--- src/rtl/ccg_pkg.sv ---
package ccg_pkg;

  localparam int OP_W = 5;

  // Selector encoding; the values are part of the interface.
  typedef enum logic [OP_W-1:0] {
    OP_K0    = 5'd0,
    OP_K1    = 5'd1,
    OP_K2    = 5'd2,
    OP_K3    = 5'd3,
    OP_CMPS  = 5'd4,
    OP_CMPU  = 5'd5,
    OP_TSTZ  = 5'd6,
    OP_NZ    = 5'd7,
    OP_ADDS  = 5'd8,
    OP_SUBS  = 5'd9,
    OP_ADDL  = 5'd10,
    OP_ADDLC = 5'd11,
    OP_SUBL  = 5'd12,
    OP_SUBLB = 5'd13,
    OP_ABS   = 5'd14,
    OP_NABS  = 5'd15,
    OP_CPL   = 5'd16
  } ccg_op_e;

  // Ordering code: 0 equal/zero, 1 lower/negative, 2 higher/positive.
  function automatic logic [1:0] order_code(input logic is_eq, input logic is_lt);
    if (is_eq)      return 2'd0;
    else if (is_lt) return 2'd1;
    else            return 2'd2;
  endfunction

endpackage

--- src/rtl/ccg_compare.sv ---
module ccg_compare
  import ccg_pkg::*;
#(
  parameter int DATA_W = 64
) (
  input  logic [OP_W-1:0]   op,
  input  logic [DATA_W-1:0] a_u,
  input  logic [DATA_W-1:0] b_u,
  input  logic              a_neg,
  input  logic              b_neg,
  input  logic [DATA_W-1:0] r_u,
  input  logic              r_neg,
  output logic [1:0]        cc
);

  logic same_ab;
  logic ult_ab;
  logic slt_ab;

  assign same_ab = (a_u == b_u);
  assign ult_ab  = (a_u < b_u);
  // Signs differ: the negative one is lower; otherwise magnitude order holds.
  assign slt_ab  = (a_neg != b_neg) ? a_neg : ult_ab;

  always_comb begin
    case (op)
      OP_CMPS: cc = order_code(same_ab, slt_ab);
      OP_CMPU: cc = order_code(same_ab, ult_ab);
      default: cc = order_code(r_u == '0, r_neg);
    endcase
  end

endmodule

--- src/rtl/ccg_addsub.sv ---
module ccg_addsub
  import ccg_pkg::*;
#(
  parameter int DATA_W = 64
) (
  input  logic [OP_W-1:0]   op,
  input  logic [DATA_W-1:0] mask,
  input  logic [DATA_W-1:0] a_u,
  input  logic [DATA_W-1:0] b_u,
  input  logic [DATA_W-1:0] r_u,
  input  logic              a_neg,
  input  logic              b_neg,
  input  logic              r_neg,
  output logic [1:0]        cc
);

  logic r_nz;
  logic a_pos, b_pos, r_pos;
  logic add_ovf, sub_ovf;
  logic [DATA_W-1:0] b_plus_cin;
  logic [DATA_W-1:0] plain_diff;
  logic carry_plain, carry_cin;
  logic borrow_in, borrow_out;

  assign r_nz  = (r_u != '0);
  assign a_pos = !a_neg && (a_u != '0);
  assign b_pos = !b_neg && (b_u != '0);
  assign r_pos = !r_neg && r_nz;

  assign add_ovf = (a_pos && b_pos && r_neg) || (a_neg && b_neg && r_pos);
  assign sub_ovf = (a_pos && b_neg && r_neg) || (a_neg && b_pos && r_pos);

  // Carry inference: a wrapped sum lands below an addend.
  assign carry_plain = (r_u < a_u);
  assign b_plus_cin  = (r_u - a_u) & mask;
  assign carry_cin   = (b_plus_cin < b_u) || carry_plain;

  // Borrow-in inference: the result disagrees with the plain difference.
  assign plain_diff = (a_u - b_u) & mask;
  assign borrow_in  = (r_u != plain_diff);
  assign borrow_out = borrow_in ? (b_u >= a_u) : (b_u > a_u);

  always_comb begin
    case (op)
      OP_ADDS:  cc = add_ovf ? 2'd3 : order_code(!r_nz, r_neg);
      OP_SUBS:  cc = sub_ovf ? 2'd3 : order_code(!r_nz, r_neg);
      OP_ADDL:  cc = {carry_plain, r_nz};
      OP_ADDLC: cc = {carry_cin, r_nz};
      OP_SUBL:  cc = !r_nz ? 2'd2 : ((b_u > a_u) ? 2'd1 : 2'd3);
      default:  cc = {!borrow_out, r_nz};
    endcase
  end

endmodule

--- src/rtl/ccg_unary.sv ---
module ccg_unary
  import ccg_pkg::*;
#(
  parameter int DATA_W = 64
) (
  input  logic [OP_W-1:0]   op,
  input  logic [DATA_W-1:0] r_u,
  input  logic              r_neg,
  input  logic [DATA_W-1:0] min_val,
  output logic [1:0]        cc
);

  logic r_nz;
  logic r_min;

  assign r_nz  = (r_u != '0);
  assign r_min = (r_u == min_val);

  always_comb begin
    case (op)
      OP_ABS:  cc = r_min ? 2'd3 : {1'b0, r_nz};
      OP_CPL:  cc = r_min ? 2'd3 : order_code(!r_nz, r_neg);
      default: cc = {1'b0, r_nz};
    endcase
  end

endmodule

--- src/rtl/cc_gen.sv ---
module cc_gen
  import ccg_pkg::*;
#(
  parameter int DATA_W   = 64,
  parameter int NARROW_W = 32
) (
  input  logic              clk_i,
  input  logic              rst_i,
  input  logic [OP_W-1:0]   op_i,
  input  logic              wide_i,
  input  logic [DATA_W-1:0] opa_i,
  input  logic [DATA_W-1:0] opb_i,
  input  logic [DATA_W-1:0] res_i,
  output logic [1:0]        cc_o,
  output logic              illegal_o
);

  localparam int N_OPND = 3;
  localparam int HI_W   = DATA_W - NARROW_W;
  localparam logic [DATA_W-1:0] LOW_MASK = {{HI_W{1'b0}}, {NARROW_W{1'b1}}};
  localparam logic [DATA_W-1:0] WIDE_MIN = {1'b1, {(DATA_W-1){1'b0}}};
  localparam logic [DATA_W-1:0] NARR_MIN = {{HI_W{1'b0}}, 1'b1, {(NARROW_W-1){1'b0}}};

  logic [DATA_W-1:0] mask;
  logic [DATA_W-1:0] min_val;
  logic [DATA_W-1:0] raw  [N_OPND];
  logic [DATA_W-1:0] opu  [N_OPND];
  logic              oneg [N_OPND];

  assign mask    = wide_i ? {DATA_W{1'b1}} : LOW_MASK;
  assign min_val = wide_i ? WIDE_MIN : NARR_MIN;
  assign raw[0]  = opa_i;
  assign raw[1]  = opb_i;
  assign raw[2]  = res_i;

  // Per-operand width normalisation: zero-extended value plus sign bit.
  for (genvar g = 0; g < N_OPND; g++) begin : g_norm
    assign opu[g]  = raw[g] & mask;
    assign oneg[g] = wide_i ? raw[g][DATA_W-1] : raw[g][NARROW_W-1];
  end

  logic [1:0] cmp_cc, as_cc, un_cc;

  ccg_compare #(.DATA_W(DATA_W)) u_cmp (
    .op(op_i), .a_u(opu[0]), .b_u(opu[1]), .a_neg(oneg[0]), .b_neg(oneg[1]),
    .r_u(opu[2]), .r_neg(oneg[2]), .cc(cmp_cc)
  );

  ccg_addsub #(.DATA_W(DATA_W)) u_as (
    .op(op_i), .mask(mask), .a_u(opu[0]), .b_u(opu[1]), .r_u(opu[2]),
    .a_neg(oneg[0]), .b_neg(oneg[1]), .r_neg(oneg[2]), .cc(as_cc)
  );

  ccg_unary #(.DATA_W(DATA_W)) u_un (
    .op(op_i), .r_u(opu[2]), .r_neg(oneg[2]), .min_val(min_val), .cc(un_cc)
  );

  logic [1:0] cc_d;
  logic       ill_d;

  always_comb begin
    ill_d = 1'b0;
    case (op_i)
      OP_K0, OP_K1, OP_K2, OP_K3:                         cc_d = op_i[1:0];
      OP_CMPS, OP_CMPU, OP_TSTZ:                          cc_d = cmp_cc;
      OP_ADDS, OP_SUBS, OP_ADDL, OP_ADDLC, OP_SUBL, OP_SUBLB: cc_d = as_cc;
      OP_NZ, OP_ABS, OP_NABS, OP_CPL:                     cc_d = un_cc;
      default: begin
        cc_d  = 2'd0;
        ill_d = 1'b1;
      end
    endcase
  end

  always_ff @(posedge clk_i) begin
    if (rst_i) begin
      cc_o      <= 2'd0;
      illegal_o <= 1'b0;
    end else begin
      cc_o      <= cc_d;
      illegal_o <= ill_d;
    end
  end

  // Checks on the registered outputs against the previous cycle's inputs.
  logic chk_res_zero, chk_ab_same, chk_res_min;
  assign chk_res_zero = wide_i ? (res_i == '0) : (res_i[NARROW_W-1:0] == '0);
  assign chk_ab_same  = wide_i ? (opa_i == opb_i)
                               : (opa_i[NARROW_W-1:0] == opb_i[NARROW_W-1:0]);
  assign chk_res_min  = wide_i ? (res_i == WIDE_MIN)
                               : (res_i[NARROW_W-1:0] == NARR_MIN[NARROW_W-1:0]);

  AST_RESET_CLEAR: assert property (@(posedge clk_i) disable iff (rst_i)
    $past(rst_i) |-> (cc_o == 2'd0 && !illegal_o));
  AST_CONST_PASS: assert property (@(posedge clk_i) disable iff (rst_i)
    (!$past(rst_i) && $past(op_i) < 5'd4) |-> (cc_o == $past(op_i[1:0])));
  AST_CMPU_EQUAL: assert property (@(posedge clk_i) disable iff (rst_i)
    (!$past(rst_i) && $past(op_i) == OP_CMPU && $past(chk_ab_same)) |-> (cc_o == 2'd0));
  AST_TSTZ_ZERO: assert property (@(posedge clk_i) disable iff (rst_i)
    (!$past(rst_i) && $past(op_i) == OP_TSTZ && $past(chk_res_zero)) |-> (cc_o == 2'd0));
  AST_ADDS_ZERO: assert property (@(posedge clk_i) disable iff (rst_i)
    (!$past(rst_i) && $past(op_i) == OP_ADDS && $past(chk_res_zero)) |-> (cc_o == 2'd0));
  AST_SUBS_ZERO: assert property (@(posedge clk_i) disable iff (rst_i)
    (!$past(rst_i) && $past(op_i) == OP_SUBS && $past(chk_res_zero)) |-> (cc_o == 2'd0));
  AST_ADDL_NZ_BIT: assert property (@(posedge clk_i) disable iff (rst_i)
    (!$past(rst_i) && ($past(op_i) == OP_ADDL || $past(op_i) == OP_ADDLC))
      |-> (cc_o[0] == !$past(chk_res_zero)));
  AST_SUBL_NONZERO: assert property (@(posedge clk_i) disable iff (rst_i)
    (!$past(rst_i) && $past(op_i) == OP_SUBL) |-> (cc_o != 2'd0));
  AST_SUBLB_NZ_BIT: assert property (@(posedge clk_i) disable iff (rst_i)
    (!$past(rst_i) && $past(op_i) == OP_SUBLB) |-> (cc_o[0] == !$past(chk_res_zero)));
  AST_ABS_MIN: assert property (@(posedge clk_i) disable iff (rst_i)
    (!$past(rst_i) && ($past(op_i) == OP_ABS || $past(op_i) == OP_CPL) && $past(chk_res_min))
      |-> (cc_o == 2'd3));
  AST_NABS_RANGE: assert property (@(posedge clk_i) disable iff (rst_i)
    (!$past(rst_i) && ($past(op_i) == OP_NABS || $past(op_i) == OP_NZ))
      |-> (cc_o == {1'b0, !$past(chk_res_zero)}));
  AST_ILLEGAL_CODE: assert property (@(posedge clk_i) disable iff (rst_i)
    illegal_o |-> (cc_o == 2'd0));
  AST_ILLEGAL_FLAG: assert property (@(posedge clk_i) disable iff (rst_i)
    (!$past(rst_i)) |-> (illegal_o == ($past(op_i) > 5'd16)));

endmodule

--- config.mk ---
export PLATFORM = sky130hd
export DESIGN_NAME = cc_gen
export DESIGN_NICKNAME = d
export VERILOG_FILES = /design/src/rtl/ccg_pkg.sv /design/src/rtl/ccg_compare.sv /design/src/rtl/ccg_addsub.sv /design/src/rtl/ccg_unary.sv /design/src/rtl/cc_gen.sv
export SDC_FILE = /design/constraint.sdc
export NUM_CORES = 1
export LEC_CHECK = 0
export ABC_AREA = 1
export CAP_MARGIN = 20
export CORE_UTILIZATION = 36
export DETAILED_ROUTE_END_ITERATION = 12
export GPL_TIMING_DRIVEN = 0
export RECOVER_POWER = 50
export SYNTH_ARGS = -nofsm -noshare
export SYNTH_HDL_FRONTEND = slang
export SYNTH_SLANG_ARGS = --single-unit
--- constraint.sdc ---
create_clock -name clk_i -period 5.68 [get_ports clk_i]
set_input_delay 1.136 -clock clk_i [delete_from_list [all_inputs] [get_ports clk_i]]
set_output_delay 1.136 -clock clk_i [all_outputs]
set_load 0.1 [all_outputs]
=== After elaboration in Yosys (flattened, before gate mapping) ===
Cells that the tools add are included.

* Memories: 0
* Word-level logic and storage cells: 87
* ROM bits: 0
* Bits in registers: 3
* Bits in latches: 0
* Bits in writable memories: 0

* $add $sub $neg: 2
* Bitwise gates (word level): 5
* Multipliers: 0
* $lt $le $gt $ge: 5
* Divide/modulo/power cells: 0
* Shift-type cells: 0
* Muxes and demuxes: 25
* Equality and inequality tests: 20
* Reductions and logical operators: 28

{| class="wikitable"
|+ Operator list
! operator !! count
|-
| bitwise AND 64 bit || 5
|-
| less-than comparator 64 bit || 3
|-
| nonzero test 64 bit || 3
|-
| equality test 64 bit || 2
|-
| two-way mux 64 bit || 2
|-
| subtractor 64 bit || 2
|-
| greater-or-equal comparator 64 bit || 1
|-
| > comparator 64 bit || 1
|-
| logical NOT 64 bit || 1
|-
| != test 64 bit || 1
|-
| equality test 5 x 4 -> 1 bit, second input constant || 8
|-
| two-way mux 2 bit || 13
|-
| equality test 5 x 3 -> 1 bit, second input constant || 4
|-
| OR reduction 17 bit || 1
|-
| logical AND 1 bit || 11
|-
| equality test 5 x 2 -> 1 bit, second input constant || 2
|-
| case mux 2 bit (5 select lines) || 1
|-
| case mux 2 bit (2 select lines) || 2
|-
| case mux 2 bit (4 select lines) || 1
|-
| OR reduction 4 bit || 2
|-
| two-way mux 1 bit || 6
|-
| OR reduction 6 bit || 1
|-
| equality test 5 x 1 -> 1 bit, second input constant || 1
|-
| equality test 5 bit, second input constant || 1
|-
| 5 further kinds || 10
|}

=== Depth between registers and ports, before layout ===
Gate-level depths: netlist of the first run.

* Depth after elaboration: 10
* Mapped depth: 35
* Depth with buffers taken out: 35

=== Modules after synthesis ===
From an unflattened synthesis of the first run, not the netlist that was laid out.

* Cell total of the unflattened synthesis: 3766
* Area total of the unflattened synthesis: 18600.3 um2

{| class="wikitable"
|+ By module, submodules not included
! module !! cells each !! area each (um2) !! instances !! seq. area each (um2)
|-
| ccg_addsub || 2826 || 14026.0 || 1 || 0.0
|-
| ccg_compare || 345 || 2072.0 || 1 || 0.0
|-
| ccg_unary || 347 || 1463.9 || 1 || 0.0
|-
| cc_gen || 248 || 1038.5 || 1 || 60.1
|}

=== Worst setup path after synthesis of the first run ===
OpenSTA, ideal clock, no wires.

* Path type: in2reg
* From: input wide_i
* To: register cc_o[1]
* Arrival time: 5011 ps
* Stages: 28
* Path slack: 544 ps
* Setup time: 125 ps
* Data required time: 5555 ps
* Buffers on the path: 3
* Cells stage by stage: buf_2 > buf_2 > buf_2 > nand2_1 > ha_1 > a21oi_1 > inv_1 > a31oi_1 > inv_1 > a21oi_1 > inv_1 > a21oi_1 > nor2_1 > a2111oi_0 > nand2_1 > nor2_1 > nor3b_1 > ha_1 > nand2_1 > or4_1 > nor4_1 > nand2_1 > o211ai_1 > a21oi_1 > nor2_1 > nor2_1 > nand2_1 > a21oi_2

* Word-level cells in the longest chain between the ends: 10

{| class="wikitable"
|+ RTL lines
! item !! line !! RTL
|-
| start: declaration || cc_gen.sv:10 || <nowiki>input logic wide_i,</nowiki>
|-
| branches (longest 9 deep; another with subtractor 64 bit) || n/a ||
|-
| case mux 2 bit (4 select lines) * || cc_gen.sv:63 || <nowiki>case (op_i)</nowiki>
|-
| end signal: assignment || cc_gen.sv:77 || <nowiki>cc_o <= 2'd0;</nowiki>
|-
| end signal: assignment || cc_gen.sv:80 || <nowiki>cc_o <= cc_d;</nowiki>
|-
| end: declaration || cc_gen.sv:14 || <nowiki>output logic [1:0] cc_o,</nowiki>
|}

Mark *: on every way between the ends.
A chain may end at the register's enable or synchronous reset.

=== Final worst setup path of the first run ===
* From: input res_i[34]
* To: register cc_o[1]

* Word-level cells in the longest chain between the ends: 8

{| class="wikitable"
|+ RTL lines
! item !! line !! RTL
|-
| start: declaration || cc_gen.sv:13 || <nowiki>input logic [DATA_W-1:0] res_i,</nowiki>
|-
| bitwise AND 64 bit * || cc_gen.sv:38 || <nowiki>assign opu[g] = raw[g] & mask;</nowiki>
|-
| branches (longest 6 deep; another with subtractor 64 bit) || n/a ||
|-
| case mux 2 bit (4 select lines) * || cc_gen.sv:63 ||
|}

Marked as above.

==> results of run 1 <==
[worst min-delay path by stage]
stage | endpoint | cells after the start
floorplan | cc_o[1] | 1
global placement | cc_o[1] | 2
detailed placement | cc_o[1] | 2
CTS | cc_o[1] | 2
global route | cc_o[1] | 2
finish | cc_o[1] | 2
[layer usage]
layer | up-vias | GRT usage [%] | wire (µm)
met4 | 0 | 10.8 | 2650
li1 | 9797 | - | -
met3 | 132 | 4.20 | 6590
met5 | - | 0 | 0
met2 | 846 | 55.1 | 33000
met1 | 9212 | 51.7 | 35300
[timing repair]
item	4_1_cts	5_1_grt
setup buffers	12	55
pin swaps	11	94
resized for setup	75	358
cloned	0	0
setup endpoints to repair	1	1
hold buffers	0	0
[final cells by class]
type	instances	area [µm²]
buffer	20	186
clock buffer	4	78.8
fill	4360	20300
inverter	667	2510
multi-input combinational	2254	13400
sequential	3	60.1
tap	525	657
timing repair buffer	269	2690
[synthesized netlist by cell type, types with 4 or more instances]
| master | number | area [µm²] |
|---|---|---|
| ha_1 | 192 | 2400 |
| a21oi_1 | 190 | 951 |
| xor2_1 | 52 | 455 |
| inv_2 | 7 | 26.3 |
| nor3b_1 | 4 | 30.0 |
| nor2_1 | 303 | 1140 |
| nand2_2 | 6 | 37.5 |
| a211oi_1 | 8 | 60.1 |
| nand3_1 | 128 | 641 |
| o211ai_1 | 4 | 30.0 |
| inv_1 | 657 | 2470 |
| o21bai_1 | 7 | 52.6 |
| nor2_2 | 10 | 62.6 |
| clkbuf_1 | 6 | 22.5 |
| buf_1 | 5 | 18.8 |
| xnor2_1 | 28 | 245 |
| o21ai_0 | 61 | 305 |
| nand3b_1 | 13 | 97.6 |
| a21oi_2 | 9 | 78.8 |
| a31oi_1 | 25 | 156 |
| buf_2 | 9 | 45.0 |
| o21a_1 | 14 | 105 |
| and2_1 | 7 | 43.8 |
| nand4_1 | 91 | 569 |
| nor4_1 | 27 | 169 |
| nand2_1 | 996 | 3740 |
| nor3_1 | 31 | 155 |
| nor2_4 | 5 | 56.3 |
| nand3_2 | 4 | 40.0 |
[critical path, cell delays in order]
cell and delay, ns:
dlygate4sd2_1 0.34, nand2_1 0.13, inv_1 0.13, ha_4 0.25, a21oi_2 0.14, inv_2 0.07
a31oi_4 0.18, o21a_1 0.19, o21ai_2 0.08, nand2_4 0.09, o2111ai_4 0.13, a41oi_2 0.20
buf_6 0.15, nor2_1 0.04, nor2_1 0.16, o21ai_1 0.11, a21oi_2 0.23, ha_1 0.29
buf_4 0.16, a2111oi_4 0.35, o21ai_1 0.13, nor2_1 0.18, o211ai_1 0.13, a21oi_2 0.33
nor2_1 0.08, nor2_1 0.11, nand2_1 0.07, a21oi_2 0.14
[power by group]
part           total (mW)  internal (mW)  switching, mW  leakage, nW
clock network       0.113         0.0927         0.0201       0.0382
registers          0.0232         0.0228       0.000458       0.0248
logic                2.38          0.880           1.50         11.3
total                2.52          0.995           1.52         11.4
[registers in the layout (all words and copies together), names as in the netlist]
register   cells
cc_o           2
illegal_o      1
[placed cells by master, fill, tap and decap left out, types with 5 or more instances in the layout]
master / instances
inv_1: 637
a21oi_1: 155
buf_1: 5
ha_1: 139
nand4_1: 91
dlymetal6s2s_1: 68
nor4_1: 25
nor3_1: 29
and2_1: 7
nand2_1: 932
nor2_2: 26
nand3_2: 7
a211oi_1: 8
xnor2_1: 28
clkdlybuf4s50_1: 126
o21ai_1: 11
nand3b_1: 13
a21oi_2: 34
a31oi_1: 20
nor2_4: 13
nand2_4: 6
o21ai_2: 5
a21oi_4: 10
o21a_1: 14
nor2_1: 279
xor2_1: 52
nand3_1: 123
nand2_2: 64
clkbuf_1: 5
inv_2: 25
ha_4: 50
buf_4: 67
o21ai_0: 47
[through the flow]
| step | instance area, µm² | setup WS (ns) | instances |
|---|---|---|---|
| floorplan | 14700 | 0.544 | 2944 |
| global placement | 17300 | -1.82 | 3670 |
| detailed placement | 17300 | -1.72 | 3671 |
| CTS | 17800 | -0.113 | 3687 |
| global route | 19600 | -0.0409 | 3742 |
| finish | 19600 | 0.114 | 3742 |
[cell families (layout without fill, tap and decap cells)]
| logic type | after synthesis | after routing | synth area share (%) |
|---|---|---|---|
| and+or+nand+nor | 1632 | 1632 | 46.6 |
| DFF | 3 | 3 | 0.410 |
| buffers and inverters | 687 | 960 | 17.7 |
| adders and majority gates | 194 | 194 | 16.7 |
| AOI/OAI and AO/OA | 345 | 345 | 13.4 |
| xor gates and xnor gates | 83 | 83 | 5.27 |
==> results.py, run 1 <==
metrics = {
    "routing": {
        "vias": 20000,
        "dr.pass1.iters": 5,
        "drc": 0,
        "routedWlPerCell_um": 20.7,
        "ant_nets": 0,
        "viasPerCell": 5.34,
        "drt_iter0_markers": 2016,
        "wl_um": 77600,
    },
    "timing": {
        "setup_viol": 0,
        "layout_min_cycle_time_ns": 5.57,
        "max_freq_mhz": 180,
        "whs_ns": 1.55,
        "slew_headroom_pct": 28.1,
        "worst_slew_pin_slew_ns": 1.07,
        "hold_viol": 0,
        "finalCritPeriodShare_pct": 98.0,
        "finalSetupTns_ns": 0,
        "maxSlewViolCount": 0,
    },
    "cts": {
        "cts_buffers": 3,
        "clock-root-buffer": "clkbuf_16",
        "cts_sinks": 3,
        "clockBufferDepth": 2,
        "tritoncts": "built",
        "htree_levels": 1,
        "clk_pin_slew_worst_paths_ns": 0.03,
    },
    "logic_synthesis": {
        "synth_area_per_cell_um2": 4.98,
        "ys_seq_area_share_pct": 0.410,
        "ys_ff_latch": 3,
        "synthArstFlopShare_pct": 0,
        "syn_nets": 3338,
        "syn_inst": 2944,
        "synth_warnings": 0,
        "syn_area_um2": 14700,
        "synth-main-ff-cell": "dfxtp_1",
        "synth-edff-count": 0,
        "synth.distinct_cells": 51,
    },
    "power": {
        "p_leak_nw": 11.4,
        "powerDensity_nw_per_um2": 128,
        "ir_worst_vdd_uv": 65.9,
        "p_total_mw": 2.52,
    },
    "layout": {
        "fin_nets": 3612,
        "final_util_pct": 49.1,
        "drive_gt1_share_pct": 11.3,
        "area_delta_synth_final_pct": 33.8,
        "antenna_cells": 0,
    },
    "floorplanning": {
        "dieWidth_um": 204,
        "start_util_pct": 36.7,
        "pin_count": 203,
        "dieHeight_um": 204,
        "core_area_um2": 39900,
        "num_rows": 73,
        "dieArea_um2": 41500,
    },
    "placed_design": {
        "portBuffers": 201,
        "gp_congestion": 1.08,
        "hpwlAfterDp_um": 68400,
    },
    "setup_path": {
        "crit_required_ns": 5.84,
        "critical_path.startpoint": "res_i[34]",
        "critical_path_arrival_ns": 5.72,
        "critPathKind": "in2reg",
        "crit_path_end_kind": "flop",
        "path_max_fanout": 7,
        "endpoint": "cc_o[1]",
        "start_kind": "input port",
    },
    "min_path": {
        "hp-class": "in2reg",
        "hold_start": "rst_i",
    },
    "grt": {
        "antenna_found_initial": 1,
        "grt_pass1_vias": 18400,
        "grt_pass1_wl_um": 111000,
        "grt_max_degree": 11,
        "grt_usage_pct": 35.9,
        "overflow": 0,
    },
    "flow_run": {
        "cap_violations": 0,
    },
    "status": {
        "status": "finished, final reports clean",
    },
}
Power figures use the tool's default switching activity.
==> inputs of run 2 (changes only) <==
- REMOVE_ABC_BUFFERS: not set -> 1
==> run 2 against run 1 <==
  * The run now ends with setup timing left
  * Non-clock buffer count fell by 67
  * Sequential share of layout area barely moved
  * Cell count fell by 1.8%
  * Flip-flop and latch count did not move
  * Routed wire length fell by 2.6%
  * Count of clock-buffer cells in the layout did not move
  * Final area fell by 7.4%
  * Fmax fell by 3.9%
  * Critical path depth did not move
  * Combinational power fell by 7%
==> results.py, run 2 (synthesis gave the netlist of run 1 again) <==
metrics = {
    "status": {
        "status": "finished with violations",
        "violations": "setup timing",
    },
    "cts": {
        "htree_levels": 1,
        "tritoncts": "built",
        "cts_buffers": 3,
        "clockBufferDepth": 2,
        "cts_sinks": 3,
        "clk_pin_slew_worst_paths_ns": 0.03,
        "clock-root-buffer": "clkbuf_16",
        "cts_hold_buf": 0,
    },
    "timing": {
        "max_freq_mhz": 173,
        "slew_headroom_pct": 33.3,
        "worst_slack_ns": -0.109,
        "worst_slew_pin_slew_ns": 0.997,
        "grt_setup_unrepaired": "yes",
        "maxSlewViolCount": 0,
        "hold_viol": 0,
        "layout_min_cycle_time_ns": 5.79,
        "finalCritPeriodShare_pct": 102,
        "setup_viol": 1,
        "whs_ns": 1.55,
    },
    "routing": {
        "dr.pass1.iters": 6,
        "ant_nets": 0,
        "wl_um": 75600,
        "viasPerCell": 5.35,
        "drc": 0,
        "drt_iter0_markers": 1911,
        "vias": 19700,
        "routedWlPerCell_um": 20.6,
    },
    "grt": {
        "antenna_found_initial": 0,
        "grt_pass1_vias": 18400,
        "grt_pass1_wl_um": 111000,
        "grt_usage_pct": 35.6,
        "grt_max_degree": 51,
        "overflow": 0,
    },
    "layout": {
        "largestRegisters": "cc_o: 2 flops, illegal_o: 1 flops",
        "fin_nets": 3545,
        "ff_latch_area_um2": 60.1,
        "drive_gt1_share_pct": 5.43,
        "area_delta_synth_final_pct": 23.9,
        "multi_input_area_um2": 12600,
        "final_cell_mix": "nand2_1, inv_1, nor2_1",
        "top_register": "cc_o",
        "fillers": 4583,
        "antenna_cells": 0,
        "layout_commonest_cell": "nand2_1",
        "largest_reg_flops": 2,
    },
    "setup_path": {
        "max_stage_delay_ns": 0.58,
        "crit_path_end_kind": "flop",
        "slowest_stage": "clkdlybuf4s50_1",
        "crit_required_ns": 5.84,
        "critical_path_arrival_ns": 5.95,
        "path_max_fanout": 7,
        "critPathKind": "in2reg",
        "start_kind": "input port",
        "path_common_cell": "nor2_1",
    },
    "power": {
        "ir_worst_vdd_uv": 55.4,
        "p_leak_nw": 10.4,
        "powerDensity_nw_per_um2": 129,
    },
    "flow_run": {
        "cap_violations": 0,
    },
    "floorplanning": {
        "num_rows": 73,
        "start_util_pct": 36.7,
        "core_area_um2": 39900,
        "pin_count": 203,
        "dieHeight_um": 204,
        "dieWidth_um": 204,
        "dieArea_um2": 41500,
    },
    "min_path": {
        "hp-class": "in2reg",
    },
    "placed_design": {
        "gp_congestion": 1.09,
        "portBuffers": 202,
        "hpwlAfterDp_um": 66400,
        "pre_cts_ws_ns": -1.37,
    },
}
## run 2: worst paths after layout
path  endpoint       from  cells after the start
min    cc_o[1]      rst_i                      2
max    cc_o[1]  res_i[34]                     28
## run 2: what timing repair did
action | CTS | global route
pin swaps | 22 | 25
gates resized for setup | 82 | 62
endpoints found under the setup margin | 1 | 1
buffers inserted | 12 | 3
cloned | 3 | 0
## run 2: cell type report
class	instances	area share (%)
Clock buffer	4	0.434
Inverter	667	13.8
Multi-Input combinational cell	2254	69.3
Sequential cell	3	0.331
Tap cell	525	3.62
Timing Repair Buffer	222	12.5
## run 2: worst max-delay path, delay by kind of cell
family                   cells  cell delay, ns
AO/OA/AOI/OAI               13            2.22
buffers and inverters        5            1.07
AND/OR/NAND/NOR              8            0.90
adder cells (fa/ha/maj)      2            0.59
## run 2: per-layer routing
| layer | vias to the layer above | share of wire, % | global-route usage, % |
|---|---|---|---|
| li1 | 9672 | - | - |
| met1 | 9104 | 47 | 51.6 |
| met2 | 787 | 43 | 56.5 |
| met4 | 0 | 2.6 | 8.03 |
| met5 | - | 0 | 0 |
| met3 | 89 | 7.3 | 2.83 |
## run 2: power breakdown
group	switching (mW)	internal [mW]	leakage, nW
combinational	1.43	0.786	10.3
clock	0.0208	0.0928	0.0382
sequential	0.000579	0.0228	0.0248
total	1.45	0.901	10.4
## run 2: through the flow
stage               cells  setup TNS (ns)  total power, mW  utilization (%)  area [µm²]
floorplan            2924               0             1.33                -       14600
global placement     3651          -10.20             2.04             43.2       17300
detailed placement   3653           -1.37             2.05             43.3       17300
CTS                  3672               0             2.25             44.8       17900
global route         3675          -0.221             2.56             45.5       18200
finish               3675          -0.109             2.35             45.5       18200
==> inputs of run 3 (changes only) <==
- GPL_TIMING_DRIVEN: 0 -> not set
- PLACE_DENSITY: not set -> 0.58
- clock period: 5.68 -> 5 ns (I/O delays scaled with it)
==> run 3 against run 2 <==
  * Flip-flop and latch count unchanged
  * The run still ends with setup timing left
  * Global-route usage grew 2.1 points
  * Routed wire length rose by 11%
  * Via count grew 13%
  * Combinational power is 48% higher
  * Die area is the same
==> results.py, run 3 (synthesis gave the netlist of run 1 again) <==
metrics = {
    "floorplanning": {
        "num_rows": 73,
        "dieHeight_um": 204,
        "dieWidth_um": 204,
        "start_util_pct": 36.7,
        "dieArea_um2": 41500,
        "core_area_um2": 39900,
        "pin_count": 203,
    },
    "power": {
        "p_total_mw": 3.44,
        "powerDensity_nw_per_um2": 145,
        "ir_worst_vdd_uv": 84.1,
        "p_leak_nw": 13.7,
    },
    "setup_path": {
        "crit_path_end_kind": "flop",
        "critical_path_arrival_ns": 5.35,
        "crit_required_ns": 5.10,
        "start_kind": "input port",
        "path_max_fanout": 4,
        "critPathKind": "in2reg",
    },
    "cts": {
        "tritoncts": "built",
        "cts_sinks": 3,
        "htree_levels": 1,
        "clock-root-buffer": "clkbuf_16",
        "cts_hold_buf": 0,
        "clockBufferDepth": 2,
        "clk_pin_slew_worst_paths_ns": 0.04,
        "cts_buffers": 3,
    },
    "grt": {
        "antenna_found_initial": 1,
        "grt_pass1_vias": 20800,
        "overflow": 0,
        "grt_pass1_wl_um": 118000,
        "grt_max_degree": 32,
        "grt_usage_pct": 37.7,
    },
    "routing": {
        "wl_um": 83500,
        "vias": 22100,
        "drt_iter0_markers": 2328,
        "dr.pass1.iters": 6,
        "viasPerCell": 5.25,
        "ant_nets": 0,
        "drc": 0,
        "routedWlPerCell_um": 19.8,
    },
    "placed_design": {
        "portBuffers": 202,
        "place_inst": 4165,
        "gp_congestion": 1.08,
        "hpwlAfterDp_um": 72400,
    },
    "layout": {
        "antenna_cells": 0,
        "fin_nets": 4082,
        "top_register": "cc_o",
        "largestRegisters": "cc_o: 2 flops, illegal_o: 1 flops",
        "drive_gt1_share_pct": 25.8,
        "instances_no_fill": 4212,
        "final_cell_mix": "nand2_1, inv_1, buf_4",
        "largest_reg_flops": 2,
        "layout_commonest_cell": "nand2_1",
        "area_delta_synth_final_pct": 61.3,
    },
    "timing": {
        "worst_slew_pin_slew_ns": 1.01,
        "max_freq_mhz": 191,
        "layout_min_cycle_time_ns": 5.24,
        "setup_viol": 1,
        "slew_headroom_pct": 32.3,
        "hold_viol": 0,
        "maxSlewViolCount": 0,
        "finalCritPeriodShare_pct": 105,
        "worst_slack_ns": -0.244,
        "grt_setup_unrepaired": "yes",
        "finalSetupTns_ns": -0.244,
    },
    "status": {
        "status": "finished with violations",
        "violations": "setup timing",
    },
    "flow_run": {
        "cap_violations": 0,
    },
    "min_path": {
        "hp-class": "in2reg",
    },
}
==> run 3: worst max-delay path, stage by stage <==
cell	delay, ns
dlymetal6s2s_1	0.15
inv_1	0.10
ha_1	0.32
nand2_1	0.13
nor2_1	0.15
buf_4	0.16
nand4_1	0.10
o211ai_1	0.33
nand3_1	0.22
nand2_2	0.17
nand4_1	0.19
nand4_1	0.21
buf_4	0.13
a21oi_1	0.05
ha_1	0.27
nand2_1	0.07
or4_4	0.51
nor4_4	0.32
buf_4	0.17
nand2_2	0.05
o211ai_1	0.18
a21oi_1	0.08
nor2_1	0.09
nor2_1	0.05
nand2_1	0.08
a21oi_2	0.05
==> run 3: report_power, final <==
part           internal, mW  switching, mW
clock network         0.106         0.0269
logic                  1.40           1.88
registers            0.0258       0.000460
total                  1.53           1.91
==> run 3: metrics by stage <==
| stage | worst slack, ns | instance area (µm²) | utilization, % | hold slack, ns |
|---|---|---|---|---|
| after floorplan | 0.336 | 14600 | - | 1.06 |
| after global placement | -0.901 | 21100 | 53.0 | 1.66 |
| after detailed placement | -0.940 | 21100 | 53.0 | 1.64 |
| after CTS | -0.300 | 21400 | 53.7 | 1.41 |
| after global routing | -0.358 | 23600 | 59.2 | 1.43 |
| final | -0.244 | 23600 | 59.2 | 1.42 |
==> run 3: timing repair <==
action,CTS,global route
buffers inserted,5,38
cloned,0,1
pin swaps,11,125
resized for setup,39,494
setup endpoints to repair,1,1
==> run 3: final timing paths <==
kind / startpoint / endpoint / slack (ns) / depth (start not counted)
max: opa_i[20] / cc_o[1] / -0.24 / 26
min: rst_i / cc_o[1] / 1.42 / 2
==> run 3: metal layers <==
metal / part of all wire [%] / GRT usage, %
met1: 43 / 53.0
met2: 43 / 59.2
met3: 9.7 / 4.52
met4: 4.2 / 11.9
met5: 0 / 0
==> run 3: final cells by class <==
class	instances	area, µm²
fill	3934	16300
clock buffer	4	78.8
sequential	3	60.1
tap	525	657
timing repair buffer	759	6550
inverter	667	2510
multi-input combinational	2254	13800
